==> src/rtl/rx_desc_walker.sv <==
module rx_desc_walker #(
  parameter int AW = 16,
  parameter int LW = 16
) (
  input  logic          clk,
  input  logic          rst,
  input  logic          trans_mode,
  input  logic          init_valid,
  input  logic [AW-1:0] init_addr,
  input  logic          rx_valid,
  input  logic [31:0]   rx_data,
  input  logic [2:0]    rx_nbytes,
  input  logic          rx_eof,
  input  logic          rx_abort,
  output logic          mem_req,
  output logic          mem_we,
  output logic [AW-1:0] mem_addr,
  output logic [31:0]   mem_wdata,
  input  logic          mem_ack,
  input  logic [31:0]   mem_rdata,
  output logic          irq_valid,
  output logic          irq_fi,
  output logic          irq_err
);
  localparam int PADW = 28 - LW;

  typedef enum logic [3:0] {
    S_IDLE, S_RD_CTRL, S_RD_DPTR, S_RUN, S_WR_DATA, S_WR_STAT,
    S_RD_NEXT, S_HOLD, S_POLL_CTRL, S_POLL_NEXT, S_DISCARD
  } state_t;

  state_t        st;
  logic [AW-1:0] desc, dptr;
  logic [LW-1:0] cnt, len;
  logic [31:0]   dbuf;
  logic          hold, trig_eof, trig_ab;
  logic          s_fe, s_c, s_ra, s_ab, p_fi, p_err;
  logic [31:0]   status_w;

  assign status_w = {s_fe, s_c, s_ra, s_ab, {PADW{1'b0}}, cnt};
  assign mem_req  = (st != S_IDLE) && (st != S_RUN) && (st != S_HOLD) && (st != S_DISCARD);
  assign mem_we   = (st == S_WR_DATA) || (st == S_WR_STAT);
  assign mem_wdata = (st == S_WR_DATA) ? dbuf : status_w;

  always_comb begin
    case (st)
      S_RD_DPTR:               mem_addr = desc + AW'(3);
      S_RD_NEXT, S_POLL_NEXT:  mem_addr = desc + AW'(2);
      S_WR_STAT:               mem_addr = desc + AW'(1);
      S_WR_DATA:               mem_addr = dptr;
      default:                 mem_addr = desc;
    endcase
  end

  always_ff @(posedge clk) begin
    if (rst) begin
      st <= S_IDLE;
      desc <= '0; dptr <= '0; cnt <= '0; len <= '0; dbuf <= '0;
      hold <= 1'b0; trig_eof <= 1'b0; trig_ab <= 1'b0;
      s_fe <= 1'b0; s_c <= 1'b0; s_ra <= 1'b0; s_ab <= 1'b0;
      p_fi <= 1'b0; p_err <= 1'b0;
      irq_valid <= 1'b0; irq_fi <= 1'b0; irq_err <= 1'b0;
    end else begin
      irq_valid <= 1'b0;
      if (init_valid && !mem_req) begin
        desc <= init_addr;
        st   <= S_RD_CTRL;
      end else begin
        case (st)
          S_RD_CTRL: if (mem_ack) begin
            len  <= mem_rdata[LW-1:0];
            hold <= mem_rdata[31];
            st   <= S_RD_DPTR;
          end
          S_RD_DPTR: if (mem_ack) begin
            dptr <= mem_rdata[AW-1:0];
            cnt  <= '0;
            st   <= S_RUN;
          end
          S_RUN: begin
            if (rx_abort) begin
              if (trans_mode) begin
                irq_valid <= 1'b1; irq_fi <= 1'b0; irq_err <= 1'b1;
              end else begin
                s_fe <= 1'b1; s_c <= 1'b1; s_ra <= 1'b0; s_ab <= 1'b1;
                p_fi <= 1'b1; p_err <= 1'b1;
                st <= S_WR_STAT;
              end
            end else if (rx_eof && !trans_mode) begin
              s_fe <= 1'b1; s_c <= 1'b1; s_ra <= 1'b0; s_ab <= 1'b0;
              p_fi <= 1'b1; p_err <= 1'b0;
              st <= S_WR_STAT;
            end else if (rx_valid) begin
              dbuf <= rx_data;
              cnt  <= cnt + LW'(rx_nbytes);
              st   <= S_WR_DATA;
            end
          end
          S_WR_DATA: if (mem_ack) begin
            dptr <= dptr + AW'(1);
            if (cnt >= len) begin
              s_fe <= 1'b0; s_c <= 1'b1; s_ra <= 1'b0; s_ab <= 1'b0;
              p_fi <= 1'b0; p_err <= 1'b0;
              st <= S_WR_STAT;
            end else begin
              st <= S_RUN;
            end
          end
          S_WR_STAT: if (mem_ack) begin
            irq_valid <= p_fi | p_err;
            irq_fi    <= p_fi;
            irq_err   <= p_err;
            st        <= hold ? S_HOLD : S_RD_NEXT;
          end
          S_RD_NEXT: if (mem_ack) begin
            desc <= mem_rdata[AW-1:0];
            st   <= S_RD_CTRL;
          end
          S_HOLD: if (rx_valid || rx_eof || rx_abort) begin
            trig_eof <= rx_eof;
            trig_ab  <= rx_abort;
            st       <= S_POLL_CTRL;
          end
          S_POLL_CTRL: if (mem_ack) begin
            hold <= mem_rdata[31];
            st   <= S_POLL_NEXT;
          end
          S_POLL_NEXT: if (mem_ack) begin
            if (hold) begin
              st <= S_HOLD;
            end else if (trans_mode) begin
              s_fe <= 1'b0; s_c <= 1'b1; s_ra <= 1'b1; s_ab <= 1'b0;
              p_fi <= 1'b0; p_err <= 1'b1;
              st <= S_WR_STAT;
            end else if (trig_eof || trig_ab) begin
              s_fe <= 1'b1; s_c <= 1'b1; s_ra <= 1'b1; s_ab <= trig_ab;
              p_fi <= 1'b1; p_err <= trig_ab;
              st <= S_WR_STAT;
            end else begin
              st <= S_DISCARD;
            end
          end
          S_DISCARD: if (rx_eof || rx_abort) begin
            s_fe <= 1'b1; s_c <= 1'b1; s_ra <= 1'b1; s_ab <= rx_abort;
            p_fi <= 1'b1; p_err <= rx_abort;
            st <= S_WR_STAT;
          end
          default: ;
        endcase
      end
    end
  end
endmodule

==> config.mk <==
export PLATFORM = sky130hd
export DESIGN_NAME = rx_desc_walker
export DESIGN_NICKNAME = d
export VERILOG_FILES = /design/src/rtl/rx_desc_walker.sv
export SDC_FILE = /design/constraint.sdc
export NUM_CORES = 1
export LEC_CHECK = 0
export BUFFER_PORTS_ARGS = -buffer_cell sky130_fd_sc_hd__buf_2
export CAP_MARGIN = 20
export CORE_ASPECT_RATIO = 1.4
export CORE_MARGIN = 4
export CORE_UTILIZATION = 51
export CTS_CLUSTER_DIAMETER = 80
export DETAILED_ROUTE_END_ITERATION = 8
export PLACE_DENSITY = 0.85
export SETUP_SLACK_MARGIN = 0.15
export SYNTH_ARGS = -nofsm -noshare
export SYNTH_HDL_FRONTEND = slang
export SYNTH_SLANG_ARGS = --single-unit
==> constraint.sdc <==
create_clock -name clk -period 4.2 [get_ports clk]
set_input_delay 0.84 -clock clk [delete_from_list [all_inputs] [get_ports clk]]
set_output_delay 0.84 -clock clk [all_outputs]
set_load 0.03 [all_outputs]
# [Word level (Yosys, flattened, before mapping)]
# Index checks and enable logic that the tools add are counted.
[totals] reg_bits=111 n_memories=0 latchBits=0 word_cells=183 romBits=0 in_bits=91 mem_bits_rw=0
[op_classes] multipliers=0 reduce_logical=35 n_addsub=5 n_eq_ne=44 n_div=0 muxes=76 n_shift=0 bitwise_logic=4 order_cmp=1
[ops] cell="$mux W16" n=8
[ops] cell="$mux W4" n=16
[ops] cell="$pmux W16 S2" n=2
[ops] cell="$pmux W16 S4" n=1
[ops] cell="$pmux W4 S10" n=1
[ops] cell="$mux W1" n=38
[ops] cell="$add A16 B1 Y16 const B" n=2
[ops] cell="$add A16 B2 Y16 const B" n=2
[ops] cell="$mux W32" n=1
[ops] cell="$ne A2 B2 Y1 const B" n=15
[ops] cell="$ne A3 B3 Y1 const B" n=10
[ops] cell="$reduce_and A12 Y1" n=2
[ops] cell="$pmux W1 S4" n=5
[ops] cell="$add A16 B3 Y16" n=1
[ops] cell="$eq A4 B3 Y1 const B" n=4
[ops] cell="$ge A16 B16 Y1" n=1
[ops] cell="$eq A4 B4 Y1 const B" n=3
[ops] cell="$ne A4 B4 Y1 const B" n=3
[ops] cell="$reduce_bool A11 Y1" n=1
[ops] cell="$reduce_and A10 Y1" n=1
[ops] cell="$reduce_and A5 Y1" n=2
[ops] cell="$reduce_bool A10 Y1" n=1
[ops] cell="$reduce_bool A2 Y1" n=5
[ops] cell="$reduce_and A3 Y1" n=3
[ops] cell="19 further kinds" n=37

# [Depth between registers and ports, before layout]
# Gate-level depths: netlist of run 1.
[logic_depth] word_depth=8 mapped_depth=11 mapped_depth_nobuf=10

# [Worst setup path after synthesis of run 1]
# No wires, ideal clock.
[synth_path] kind="register to output" start="reg st[1]" end="out mem_addr[12]" n_path_buf=1 setup_slack_ns=0.509 required_time_ns=3.360 arrival_ns=2.851 stages_incl_launch_ff=10 cell_sequence="dfxtp_1 nand2b_1 clkbuf_1 nor2_1 fa_1 nor3_1 and3_1 xor2_1 a211oi_1 nor3_1"
[synth_via] elab_chain_len=3 word_cells_on_any_way=7 classes_between="eq/ne: 5; mux: 1; reduce/logical: 1"
[synth_lines] item="start, declared" line="32" source="state_t st;"
[synth_lines] item="start signal, assigned" line="113" source="st <= hold ? S_HOLD : S_RD_NEXT;"
[synth_lines] item="$eq A4 B4 Y1 or $eq A4 B3 Y1 (tied branches)" line="46" source="case (st)"
[synth_lines] item="$reduce_or A2 Y1" line="46"
[synth_lines] item="$pmux W16 S4 (*)" line="46"
[synth_lines] item="end, declared" line="17" source="output logic [AW-1:0] mem_addr,"
# Every way passes the cells marked *; elsewhere a longest branch is shown, timed or not.

# [Worst setup path after layout of run 1]
[layout_path] start="reg st[1]" end="out mem_addr[14]"
# The elaborated chain is that of the path after synthesis.

==> impl_metrics.toml, run 1 <==
[run_status]
status = "finished clean"

[timing]
period_share = 0.913
hold_violations = 0
tightestPinTransition_ps = 911
clock_skew_ps = 14.4
tns_ps = 0
fmax_ghz = 0.261
period_needed_ps = 3840
relSlewSlack = 0.387
rsz0062_at_grt = "no"
maxSlewViolCount = 0
setup_viol = 0

[placed_design]
port_buffers = 128
hpwl_mm = 15.1
gp_congestion = 0.950

[yosys]
synthCells = 966
synth_area_per_cell_um2 = 7.06
synth-edff-count = 0
syn-num-nets = 1081
synth_ff_type = "dfxtp_1"
ys_top_cells_by_area = "dfxtp_1, nand2_1, a21oi_1, nor2_1, ha_1"
ys_ff_latch = 111
synth_area_um2 = 6820
async_reset_ff_frac = 0
yosys_warnings = 0
synth-seq-area-share = 0.326
ys_types = 69
yosysTopAreaCell = "dfxtp_1"
netlist.area_leader.share = 0.326

[finish]
nets = 1180
final_util = 0.611
area.growth.synth_to_final_pct = 16.6
n_fill_cell = 1255
layout_common_cells = "nand2_1, buf_2, dfxtp_1"
n_antenna_cell = 0
drive_gt1_frac = 0.170
final_common_cell = "nand2_1"

[clocking]
clk_pin_slew_ps = 90
cts_tree = "yes"
clock_latency_ps = 360
cts.sinks = 111
clockRootBuffer = "clkbuf_16"
htree_levels = 3
clock_path_buffers = 2
cts_made_buffers = 9
postCtsSetupRepairBufs = 0

[setup_path]
arrival_ps = 3000
rrSetupSlack_ps = 1250
cp-start-kind = "flop"
ff2ff_path_depth = 8
path_cells = "nand2b_1 > nor2_2 > fa_1 > nor3_2 > nand4_1 > xnor2_1 > a222oi_1 > o21ai_0 > buf_2"
cp.required_ps = 3360
cp_slowest_cell = "dfxtp_1"
critPathMaxStageDelay_ps = 510
crit_path_end_kind = "output port"
path_max_fanout = 10
r2r_end = "s_ra"
r2r-start = "st[1]"
crit_type = "flop to output port"

[detailed_routing]
dr.max_layer_used = "met4"
drc = 0
firstDrtPassIters = 5
wl_met1_mm = 8.09
vias = 7455
route.met2.wl_mm = 9.90
routedWlPerCell_um = 16.4
viasPerCell = 5.97
wl_mm = 20.5
postRouteAntennaNets = 0
wl_met3_mm = 1.48
drtIter0Drc = 559

[die]
row_count = 49
die-area_um2 = 15300
die_w_um = 106
design.core.area_um2 = 13000
dieHeight_um = 145
ios = 144
start_util = 0.525

[pwr]
p_seq_frac = 0.371
pwr_density_cell_nw_per_um2 = 457
p_int_w = 0.00209
ir_drop_mv = 0.295
comb_power_share = 0.380
power_frac_clock = 0.249
leakage_nw = 3.23
swShare = 0.426
p_sw_w = 0.00155

[global_routing]
grt_pass1_vias = 6836
antenna_found_initial = 0
grt_start_max_net_pins = 62
grt_first_pass_wirelength_mm = 33.0
overflow = 0
grtUsageTotal = 0.264

[hold_path]
min_to = "dbuf[17]"
holdPathStages = 2
hold_class = "flop to flop"
min-delay-start = "dbuf[17]"

[job]
cap_violations = 0
## through the flow
stage	cell area, um2	total power, W	worst slack, ps	instances	hold slack (ps)
floorplan	6820	0.00233	509	966	432
global placement	7600	0.00269	553	1230	437
detailed placement	7600	0.00272	530	1230	443
CTS	7930	0.00361	157	1246	454
global route	7950	0.00384	165	1248	473
finish	7950	0.00363	364	1248	453
## kinds of logic (layout without fill, tap and decap cells)
group / count (synthesis) / in the layout / share of synthesized area
adders and majority gates: 24 / 24 / 0.0462
DFF: 111 / 111 / 0.326
buffers and inverters: 89 / 193 / 0.0506
and+or+nand+nor: 458 / 458 / 0.306
muxes: 2 / 2 / 0.00294
xor gates and xnor gates: 26 / 26 / 0.0334
AOI/OAI and AO/OA: 256 / 256 / 0.235
## cell usage after synthesis, drive strengths merged, types with 4 or more instances
library cell / instances
nor3b: 4
clkbuf: 51
xor2: 17
o21bai: 4
and3: 26
o21ai: 55
dfxtp: 111
buf: 12
and2: 4
a311oi: 17
o311ai: 4
nand2b: 11
xnor2: 9
a31oi: 10
nand2: 227
a2111oi: 5
a21o: 8
nand4: 13
a22oi: 12
o211ai: 7
nor2: 93
inv: 26
a21oi: 98
nor4: 9
nor3: 19
o21a: 4
o31ai: 5
ha: 22
nand3: 27
a211oi: 6
## registers in the layout, summed over array words and instances (netlist names), 4 cells and up
| signal | count |
|---|---|
| len | 16 |
| dbuf | 32 |
| st | 4 |
| cnt | 16 |
| dptr | 16 |
| desc | 16 |
## what timing repair did
action	CTS	global route
hold buffers	0	0
endpoints found under the setup margin	2	10
hold endpoints to repair	0	0
resized for setup	2	2
## critical path: cells and delay by family (launching register included)
| family | cells | cell delay (ps) |
|---|---|---|
| buf+inv | 1 | 220 |
| simple gates | 4 | 810 |
| flops | 1 | 510 |
| compound gates | 2 | 470 |
| fa+ha+maj | 1 | 450 |
| xor+xnor | 1 | 160 |
## routing by layer
metal | vias up | GRT usage
li1 | 3609 | -
met1 | 3408 | 0.322
met2 | 359 | 0.460
met3 | 79 | 0.0249
met4 | 0 | 0.145
met5 | - | 0
## worst max-delay path by stage
stage	from	end	slack, ps	cells after the start
after floorplan	st[1]	mem_addr[12]	510	9
after global placement	st[0]	mem_addr[14]	550	9
after detailed placement	st[0]	mem_addr[14]	530	9
after CTS	st[0]	mem_addr[11]	160	8
after global routing	st[2]	mem_addr[11]	170	8
final	st[1]	mem_addr[14]	360	9
## power by group through the flow
stage	registers (W)	clock network [W]	logic (W)
6_report	0.00135	0.000904	0.00138
5_1_grt	0.00137	0.000955	0.00152
4_1_cts	0.00134	0.000908	0.00137
3_5_place_dp	0.00136	0	0.00135
3_3_place_gp	0.00136	0	0.00133
2_1_floorplan	0.00127	0	0.00105
## layout make-up
| type | count | area [um2] | area share |
|---|---|---|---|
| clock buffers | 9 | 225 | 0.0283 |
| clock inverters | 7 | 93.8 | 0.0118 |
| inverters | 26 | 97.6 | 0.0123 |
| multi-input cells | 766 | 4260 | 0.536 |
| flip-flops and latches | 111 | 2220 | 0.280 |
| well taps | 178 | 223 | 0.0280 |
| repair buffers | 151 | 823 | 0.104 |
No activity file was read; power rests on OpenSTA's default activity.
==> inputs of run 2 (changes only) <==
- ABC_AREA: default -> 1
==> impl_metrics.toml, run 2 <==
[pwr]
swShare = 0.352
p_int_w = 0.00191
power_frac_clock = 0.319
p_sw_w = 0.00104
leakage_nw = 3.38
ir_drop_mv = 0.190
comb_power_share = 0.270
pwr_density_cell_nw_per_um2 = 373
p_seq_frac = 0.410

[yosys]
ys_ff_latch = 111
syn-num-nets = 1211
synth_area_um2 = 6850
synth-seq-area-share = 0.324
async_reset_ff_frac = 0
netlist.area_leader.share = 0.324
yosys_warnings = 0
synth_area_per_cell_um2 = 6.25
synth_most_common_cell = "nand2_1"
synth_top_family_by_area = "simple AND/OR/NAND/NOR gates"
yosysTopAreaCell = "dfxtp_1"
ys_types = 40
synthTopCellsByCount = "nand2_1, nor2_1, inv_1"
synth_xor_area_frac = 0.00767
ys_top_cells_by_area = "dfxtp_1, nand2_1, o21ai_0, nor2_1, inv_1"
synth-simple-area-share = 0.322
synthCells = 1096
synth-edff-count = 0
synthMuxAreaShare = 0
synth_compound_area_frac = 0.198
synth_fa_ha_area_frac = 0.0460
synth_ff_type = "dfxtp_1"

[finish]
regArea_um2 = 2220
final_common_cell = "nand2_1"
regMostFlops = "dbuf"
area.growth.synth_to_final_pct = 15.4
drive_gt1_frac = 0.137
largest_reg_flops = 32
n_fill_cell = 1294
layout_common_cells = "nand2_1, nor2_1, inv_1"
multi_input_area_um2 = 3940
nets = 1311

[clocking]
ctsHoldBuffers = 0
cts.sinks = 111
cts_made_buffers = 9
clock_path_buffers = 2
htree_levels = 3
postCtsSetupRepairBufs = 0
cts_repair_resize_count = 0
clockRootBuffer = "clkbuf_16"
clk_pin_slew_ps = 70
clock_latency_ps = 360
cts_tree = "yes"

[setup_path]
cp_slowest_cell = "dfxtp_1"
path_max_fanout = 7
path_cells = "inv_1 > nor2_1 > nand2_2 > ha_1 > nand2_1 > a21oi_1 > nand2_1 > nor2_2 > inv_1 > o21ai_0 > nand3_1 > o2111ai_1 > buf_2"
crit_type = "flop to output port"
cp.depth = 13
critPathMaxStageDelay_ps = 390
critPathTopFamily = "simple AND/OR/NAND/NOR gates"
cp-start-kind = "flop"
rrSetupSlack_ps = 1550
arrival_ps = 2910
r2r_end = "cnt[10]"
cp.required_ps = 3360
ff2ff_path_depth = 9
crit_path_end_kind = "output port"
crit_buf_inv = 3
r2r-start = "st[3]"

[hold_path]
hold_class = "flop to flop"
min-delay-start = "dbuf[16]"
holdPathStages = 2
min_to = "dbuf[16]"

[placed_design]
hpwl_mm = 14.8
gp_congestion = 0.953
port_buffers = 128

[detailed_routing]
viasPerCell = 5.44
drc = 0
wl_met1_mm = 7.90
firstDrtPassIters = 5
routedWlPerCell_um = 14.3
vias = 7517
wl_mm = 19.8
drtIter0Drc = 439
route.met2.wl_mm = 9.86
dr.max_layer_used = "met4"
postRouteAntennaNets = 0
wl_met3_mm = 1.32

[timing]
hold_violations = 0
period_needed_ps = 3750
setup_viol = 0
clock_skew_ps = 6.79
tns_ps = 0
whs_ps = 453
relSlewSlack = 0.377
fmax_ghz = 0.267
period_share = 0.892
maxSlewViolCount = 0
rsz0062_at_grt = "no"
tightestPinTransition_ps = 934

[global_routing]
antenna_found_initial = 2
grt_start_max_net_pins = 71
overflow = 0
grt_pass1_vias = 6985
grtUsageTotal = 0.252
grt_first_pass_wirelength_mm = 32.2

[run_status]
status = "finished clean"

[die]
ios = 144
die-area_um2 = 15400
dieHeight_um = 145
row_count = 49
start_util = 0.527
design.core.area_um2 = 13000
die_w_um = 106

[job]
cap_violations = 0
-- run 2: cell count changes in the layout (fill, tap and decap cells not counted), moves of 25 or more --
cell / change
inv_1: +108
nand2_1: +33
nor2_1: +44
and3_1: -25
nand3_1: +36
o21ai_0: +74
-- run 2: cell families after synthesis --
group,count (synthesis)
and+or+nand+nor,525
xor gates and xnor gates,6
adders and majority gates,24
buffers and inverters,180
DFF,111
AOI/OAI and AO/OA,250
-- run 2: metal layers --
metal,track usage,up-vias
met2,0.448,289
li1,-,3805
met1,0.291,3368
met3,0.0467,55
met5,0,-
met4,0.109,0
-- run 2: through the flow --
stage	std cells	setup slack (ps)	util	area [um2]	total power [W]
3_3_place_gp	1363	773	0.582	7570	0.00200
6_report	1381	452	0.608	7910	0.00295
4_1_cts	1379	395	0.607	7890	0.00295
3_5_place_dp	1363	786	0.582	7570	0.00202
5_1_grt	1381	174	0.608	7910	0.00312
2_1_floorplan	1096	952	-	6850	0.00180
-- run 2: worst max path at each step --
stage	start	end
after floorplan	st[2]	mem_addr[3]
after global placement	st[2]	mem_addr[11]
after detailed placement	st[2]	mem_addr[9]
after CTS	st[2]	mem_addr[9]
after global routing	st[2]	mem_addr[11]
final	st[2]	mem_addr[9]
-- run 2: worst register-to-register path, cell delays in order, from the launching register on --
cell and delay (ps):
dfxtp_1 410, nand2_1 150, nor2_1 390, o21ai_2 220, nand2_1 550, clkinv_1 490
nand2_1 190, nand2_1 70, nand2_1 60, nor2_1 30
-- run 2: area by class of cell --
| cell class | instances | share of cell area |
|---|---|---|
| antenna | 2 | 0.000633 |
| sequential | 111 | 0.281 |
| clock inverter | 7 | 0.0130 |
| multi-input combinational | 805 | 0.498 |
| clock buffer | 9 | 0.0285 |
| inverter | 136 | 0.0645 |
| timing repair buffer | 133 | 0.0857 |
| tap | 178 | 0.0282 |
-- run 2: power by group through the flow --
| stage | Clock, W | Combinational (W) | Sequential (W) |
|---|---|---|---|
| final | 0.000943 | 0.000798 | 0.00121 |
| after global routing | 0.000994 | 0.000904 | 0.00122 |
| after CTS | 0.000956 | 0.000792 | 0.00121 |
| after detailed placement | 0 | 0.000787 | 0.00123 |
| after global placement | 0 | 0.000773 | 0.00123 |
| after floorplan | 0 | 0.000594 | 0.00120 |
